`config.mk`:
```
export PLATFORM = sky130hd
export DESIGN_NAME = wr_fault_mon
export DESIGN_NICKNAME = d
export VERILOG_FILES = /design/src/rtl/wr_fault_mon.sv
export SDC_FILE = /design/constraint.sdc
export NUM_CORES = 1
export LEC_CHECK = 0
export BUFFER_PORTS_ARGS = -buffer_cell sky130_fd_sc_hd__buf_2
export CAP_MARGIN = 20
export CORE_MARGIN = 3
export CORE_UTILIZATION = 45
export CTS_BUF_LIST = sky130_fd_sc_hd__clkbuf_4
export CTS_CLUSTER_DIAMETER = 60
export DETAILED_ROUTE_END_ITERATION = 7
export PLACE_DENSITY = 0.79
export SLEW_MARGIN = 20
export SYNTH_ARGS = -nofsm -noshare
export SYNTH_HDL_FRONTEND = slang
export SYNTH_SLANG_ARGS = --single-unit
```
`constraint.sdc`:
```
create_clock -name clk -period 2.45 [get_ports clk]
set_input_delay 0.735 -clock clk [delete_from_list [all_inputs] [get_ports clk]]
set_output_delay 0.735 -clock clk [all_outputs]
set_load 0.02 [all_outputs]
```
`src/rtl/wr_fault_mon.sv`:
```
module wr_fault_mon #(
  parameter int NHEAD  = 4,
  parameter int MM_CYC = 2
) (
  input  logic             clk,
  input  logic             rst_n,
  input  logic             clr_i,
  input  logic             dpar_err_i,
  input  logic             xfer_tmg_err_i,
  input  logic             protect_viol_i,
  input  logic             state_viol_i,
  input  logic             cmd_par_err_i,
  input  logic [NHEAD-1:0] head_sel_i,
  input  logic             wr_cmd_i,
  input  logic             wr_cur_i,
  input  logic             cur_lost_i,
  output logic [7:0]       stat1_o,
  output logic [7:0]       stat2_o,
  output logic             fault_o,
  output logic             check_o,
  output logic             wr_term_o
);

  localparam int CW = $clog2(MM_CYC + 1);
  localparam logic [CW-1:0] MM_LAST = CW'(MM_CYC - 1);

  logic [7:0]    stat1_q, stat2_q;
  logic          unsafe_q;
  logic [CW-1:0] nocur_cnt, nocmd_cnt;

  wire nocur    = wr_cmd_i & ~wr_cur_i;
  wire nocmd    = wr_cur_i & ~wr_cmd_i;
  wire head_bad = wr_cmd_i && ($countones(head_sel_i) != 1);

  wire [7:0] s1_set = {cmd_par_err_i, 2'b00, state_viol_i, 1'b0,
                       protect_viol_i, xfer_tmg_err_i, dpar_err_i};
  wire [7:0] s2_set = {nocur && (nocur_cnt == MM_LAST),
                       nocmd && (nocmd_cnt == MM_LAST),
                       cur_lost_i, head_bad, 4'b0000};

  always_ff @(posedge clk) begin
    if (!rst_n) begin
      nocur_cnt <= '0;
      nocmd_cnt <= '0;
    end else begin
      if (!nocur) nocur_cnt <= '0;
      else if (nocur_cnt != MM_LAST) nocur_cnt <= nocur_cnt + 1'b1;
      if (!nocmd) nocmd_cnt <= '0;
      else if (nocmd_cnt != MM_LAST) nocmd_cnt <= nocmd_cnt + 1'b1;
    end
  end

  always_ff @(posedge clk) begin
    if (!rst_n) begin
      stat1_q  <= '0;
      stat2_q  <= '0;
      unsafe_q <= 1'b0;
    end else begin
      stat1_q  <= (clr_i ? 8'h00 : stat1_q) | s1_set;
      stat2_q  <= (clr_i ? 8'h00 : stat2_q) | s2_set;
      unsafe_q <= unsafe_q | (|s2_set);
    end
  end

  assign stat1_o   = stat1_q;
  assign stat2_o   = stat2_q;
  assign fault_o   = (|stat1_q) | (|stat2_q) | unsafe_q;
  assign check_o   = unsafe_q;
  assign wr_term_o = unsafe_q;

  AST_S1_STICKY: assert property (@(posedge clk) disable iff (!rst_n)
    !clr_i |=> ((~stat1_q & $past(stat1_q)) == 8'h00));
  AST_S2_STICKY: assert property (@(posedge clk) disable iff (!rst_n)
    !clr_i |=> ((~stat2_q & $past(stat2_q)) == 8'h00));
  AST_UNSAFE_CAUSE: assert property (@(posedge clk) disable iff (!rst_n)
    $rose(unsafe_q) |-> (|stat2_q));
  AST_S2_UNSAFE: assert property (@(posedge clk) disable iff (!rst_n)
    $rose(|stat2_q) |-> unsafe_q);
  AST_UNSAFE_HOLD: assert property (@(posedge clk) disable iff (!rst_n)
    unsafe_q |=> unsafe_q);
  AST_HEAD_QUAL: assert property (@(posedge clk) disable iff (!rst_n)
    $rose(stat2_q[4]) |-> $past(wr_cmd_i));
  AST_NOCUR_FILTER: assert property (@(posedge clk) disable iff (!rst_n)
    $rose(stat2_q[7]) |-> $past(nocur) && $past(nocur, 2));
  AST_NOCMD_FILTER: assert property (@(posedge clk) disable iff (!rst_n)
    $rose(stat2_q[6]) |-> $past(nocmd) && $past(nocmd, 2));

endmodule

```
==> impl_metrics.json, run 1 <==
{
  "grt-ovfl-total": 0,
  "grt_pass1_wl_um": 2125,
  "critPathKind": "input pin to flop",
  "via_per_inst": 4.730,
  "dp_cells": 118,
  "synth_top_area_share_pct": 42.26,
  "synth_seq_cells": 14,
  "die_height_um": 44.39,
  "finClkSkew_ps": 1.879,
  "ant_nets": 0,
  "cp.required_ps": 2610,
  "netlist_area_um2": 663.1,
  "core_region_area_um2": 1334,
  "grt_max_degree": 11,
  "die_w_um": 44.39,
  "syn_inst": 79,
  "vias": 577,
  "hold_viol": 0,
  "pre_cts_ws_ps": 10.24,
  "worstHoldPathCells": 2,
  "synth.distinct_cells": 17,
  "num_antenna_cells": 0,
  "clk_latency_ps": 280,
  "fin_cells": 122,
  "max_freq_mhz": 469.6,
  "row_count": 13,
  "drt_iter0_drc": 4,
  "dpl.hpwl_um": 984.5,
  "synth.area.top_cells": "dfxtp_1, buf_4, a21oi_1",
  "first_global_vias": 525,
  "irDropWorstVdd_mv": 0.3705,
  "final_common_cell": "buf_2",
  "critPathMaxStageDelay_ps": 530,
  "first_pass_iters": 4,
  "cts_tree": "done",
  "cts_buffer_depth": 2,
  "grt_usage_pct": 15.21,
  "io_pins": 34,
  "path_clk_slew_ps": 80,
  "drive_gt1_share_pct": 30.84,
  "yosysWarnings": 0,
  "hold_path_class": "flop to flop",
  "crit_fanout": 2,
  "synth_largest_area_cell": "dfxtp_1",
  "maxSlewViolCount": 0,
  "drc": 0,
  "syn_area_per_cell_um2": 8.394,
  "die_area_um2": 1970,
  "rsz0062_at_grt": "false",
  "status": "finished, final reports clean",
  "synthToLayoutAreaGrowth_pct": 20.75,
  "gp_congestion": 0.6690,
  "arrival_ps": 2290,
  "numClockSinks": 14,
  "leakage_nw": 0.4214,
  "period_share_pct": 86.91,
  "cts_max_level": 1,
  "antenna_found_initial": 0,
  "ff2ff_path_depth": 5,
  "fin_crit_ps": 2129,
  "ys_seq_area_share_pct": 42.26,
  "power_mw": 0.4753,
  "tns_ps": 0,
  "cts_resized": 0,
  "endpoint_kind": "flop",
  "crit_slowest_cell": "fa_1",
  "numCtsBuffers": 3,
  "cap_violations": 0,
  "hold_buffers": 0,
  "setup_violations": 0,
  "initial_core_util_pct": 49.72,
  "wl_per_cell_um": 9.672,
  "nets": 128,
  "final_cell_mix": "buf_2, nor2_1, dfxtp_1, a21oi_1, inv_1",
  "clockRootBuffer": "clkbuf_4",
  "routed_wl_um": 1180,
  "startpoint_type": "input pin",
  "p_per_area_nw_per_um2": 593.5,
  "postCtsSetupBuffers": 0,
  "setup_ws_ps": 320.6,
  "critical_path.cell_chain": "buf_2 -> inv_1 -> fa_1 -> inv_1 -> ha_1 -> ha_1 -> o31ai_2 -> a41oi_2",
  "port_buffers": 26
}
power by group:
group / internal, mW / leakage, nW / switching (mW)
Clock: 0.0592 / 0.0154 / 0.0731
Sequential: 0.239 / 0.116 / 0.00915
Combinational: 0.0357 / 0.290 / 0.0587
synthesized netlist by cell type:
master   number
a21oi_1      11
buf_4         8
and2b_1       1
nor2_1       14
o31ai_2       1
conb_1        1
a41oi_2       1
nand2_1       7
fa_1          1
inv_2         2
dfxtp_1      14
nor2b_1       1
ha_1          4
nor4_1        2
nand3_1       1
inv_1         8
xor2_1        2
cell families after synthesis:
| kind of cell | share of synthesized area, % |
|---|---|
| simple gates | 16.60 |
| buf+inv | 14.72 |
| flops | 42.26 |
| compound gates | 12.64 |
| fa+ha+maj | 10.57 |
| xor+xnor | 2.642 |
| other cells | 0.5655 |
flip-flops by register name (all words and copies together), names as in the netlist:
register / cells
nocmd_cnt: 2
stat2_o: 4
check_o: 1
nocur_cnt: 2
stat1_o: 5
per-layer routing:
metal	GRT usage [%]	part of all wire (%)	wire, um
met5	0	0	0
met4	13.86	2.5	29
met1	18.30	43	513
met3	4.472	7.6	90
met2	21.51	46	547
final cells by class:
type                            count  area, um2
Clock buffer                        3      22.52
Tap cell                           15      18.77
Fill cell                         136      533.0
Timing Repair Buffer               26      130.1
Multi-Input combinational cell     53      307.8
Sequential cell                    14      280.3
Inverter                           10      37.54
Clock inverter                      1      3.754
per-stage QoR:
stage / utilization (%) / area, um2 / hold WS, ps
2_1_floorplan: - / 685.7 / 454.4
3_3_place_gp: 58.07 / 774.5 / 466.8
3_5_place_dp: 58.07 / 774.5 / 479.2
4_1_cts: 60.04 / 800.8 / 490.9
5_1_grt: 60.04 / 800.8 / 520.5
6_report: 60.04 / 800.8 / 487.3
final timing paths:
path                  from      endpoint  slack, ps
max          head_sel_i[0]       check_o        320
min             stat2_o[7]    stat2_o[7]        490
max reg2reg   nocmd_cnt[1]  nocmd_cnt[1]       1520
min reg2reg     stat2_o[7]    stat2_o[7]        490
critical path, delay by kind of cell:
family          cells  cell delay [ps]
compound gates      2              420
fa+ha+maj           3              980
buf+inv             3              150
No activity file was read; power rests on OpenSTA's default activity.
==> run 2: changes to the inputs <==
--- a/config.mk
+++ b/config.mk
@@ -7,7 +7,7 @@
 export LEC_CHECK = 0
 export BUFFER_PORTS_ARGS = -buffer_cell sky130_fd_sc_hd__buf_2
 export CAP_MARGIN = 20
-export CORE_MARGIN = 3
+export CORE_MARGIN = 1.5
 export CORE_UTILIZATION = 45
 export CTS_BUF_LIST = sky130_fd_sc_hd__clkbuf_4
 export CTS_CLUSTER_DIAMETER = 60
==> run 2 against run 1 <==
  * Utilization unchanged
  * Count of clock-buffer cells in the layout is the same
  * Combinational power hardly changed
  * Critical path type unchanged
  * Critical path depth unchanged
  * Largest power group unchanged
==> impl_metrics.json, run 2 (same netlist as run 1, synthesis figures left out) <==
{
  "clockRootBuffer": "clkbuf_4",
  "fin_util_pct": 60.04,
  "maxSlewViolCount": 0,
  "cts_resized": 0,
  "ant_nets": 0,
  "nets": 128,
  "port_buffers": 26,
  "period_share_pct": 87.60,
  "drt_iter0_drc": 23,
  "largest_reg_flops": 5,
  "final_common_cell": "buf_2",
  "critPathKind": "input pin to flop",
  "antenna_found_initial": 0,
  "min_to": "stat2_o[4]",
  "postLayoutCellArea_um2": 800.8,
  "clk_latency_ps": 280,
  "cap_violations": 0,
  "numCtsBuffers": 3,
  "status": "finished, final reports clean",
  "grt_pass1_wl_um": 1794,
  "worstHoldPathCells": 2,
  "wl_per_cell_um": 9.943,
  "cts_max_level": 1,
  "irDropWorstVdd_mv": 0.2742,
  "via_per_inst": 4.844,
  "die_area_um2": 1713,
  "placed_area_um2": 774.5,
  "postCtsSetupBuffers": 0,
  "num_antenna_cells": 0,
  "fin_cells": 122,
  "grt-ovfl-total": 0,
  "hold_buffers": 0,
  "worst_hold_slack_ps": 486.5,
  "hold_path_class": "flop to flop",
  "dpl.hpwl_um": 990.1,
  "grt_usage_pct": 16.57,
  "pre_cts_ws_ps": -0.6561,
  "core_region_area_um2": 1334,
  "worstHoldStart": "stat2_o[4]",
  "drc": 0,
  "cp.required_ps": 2610,
  "worstReg2RegEnd": "nocmd_cnt[1]",
  "numClockSinks": 14,
  "ff2ff_path_depth": 5,
  "dp_cells": 118,
  "cts_tree": "done",
  "routed_wl_um": 1213,
  "gp_congestion": 0.7105,
  "setup_violations": 0,
  "arrival_ps": 2300,
  "final_cell_mix": "buf_2, nor2_1, dfxtp_1, a21oi_1, inv_1",
  "finClkSkew_ps": 0.7251,
  "vias": 591,
  "fin_crit_ps": 2146,
  "max_freq_mhz": 466.0,
  "row_count": 13,
  "startpoint_type": "input pin",
  "r2r_slack_ps": 1490,
  "leakage_nw": 0.4214,
  "die_w_um": 41.39,
  "rsz0062_at_grt": "false",
  "first_pass_iters": 4,
  "synthToLayoutAreaGrowth_pct": 20.75,
  "endpoint_kind": "flop",
  "die_height_um": 41.39,
  "drive_gt1_share_pct": 30.84,
  "crit_fanout": 2,
  "io_pins": 34,
  "hold_viol": 0,
  "worstSetupStartpoint": "head_sel_i[0]",
  "path_clk_slew_ps": 80,
  "first_global_vias": 457,
  "grt_max_degree": 11,
  "initial_core_util_pct": 49.72,
  "worstReg2RegStart": "nocmd_cnt[1]",
  "cts_buffer_depth": 2,
  "p_per_area_nw_per_um2": 593.7,
  "setup_ws_ps": 303.9
}
-- run 2: cell type report --
type / count / area (um2)
flip-flops and latches: 14 / 280.3
repair buffers: 26 / 130.1
clock buffers: 3 / 22.52
well taps: 15 / 18.77
inverters: 10 / 37.54
multi-input cells: 53 / 307.8
clock inverters: 1 / 3.754
fillers: 128 / 533.0
-- run 2: power by group --
group | leakage (nW) | switching [mW] | internal [mW]
clock | 0.0154 | 0.0731 | 0.0591
combinational | 0.290 | 0.0591 | 0.0356
sequential | 0.116 | 0.00914 | 0.239
-- run 2: critical path: stages --
cell and delay (ps):
buf_2 70, inv_1 50, fa_1 530, inv_1 40, ha_1 170, ha_1 280, o31ai_2 280, a41oi_2 140
-- run 2: how the worst max path moves through the flow --
stage	endpoint	slack (ps)	depth (start not counted)
floorplan	check_o	160	7
global placement	check_o	60	8
detailed placement	check_o	-0.7	8
CTS	check_o	300	8
global route	check_o	220	8
finish	check_o	300	8
-- run 2: layer usage --
layer	vias up	wire [um]	global-route usage (%)
li1	295	-	-
met2	27	584	26.17
met5	-	0	0
met3	4	74	1.596
met1	265	522	19.87
met4	0	31	14.52
-- run 2: stage by stage --
step	total power, mW	TNS (ps)
after CTS	0.4809	0
after global routing	0.5042	0
after detailed placement	0.3495	-0.6561
after floorplan	0.3270	0
final	0.4755	0
after global placement	0.3453	0
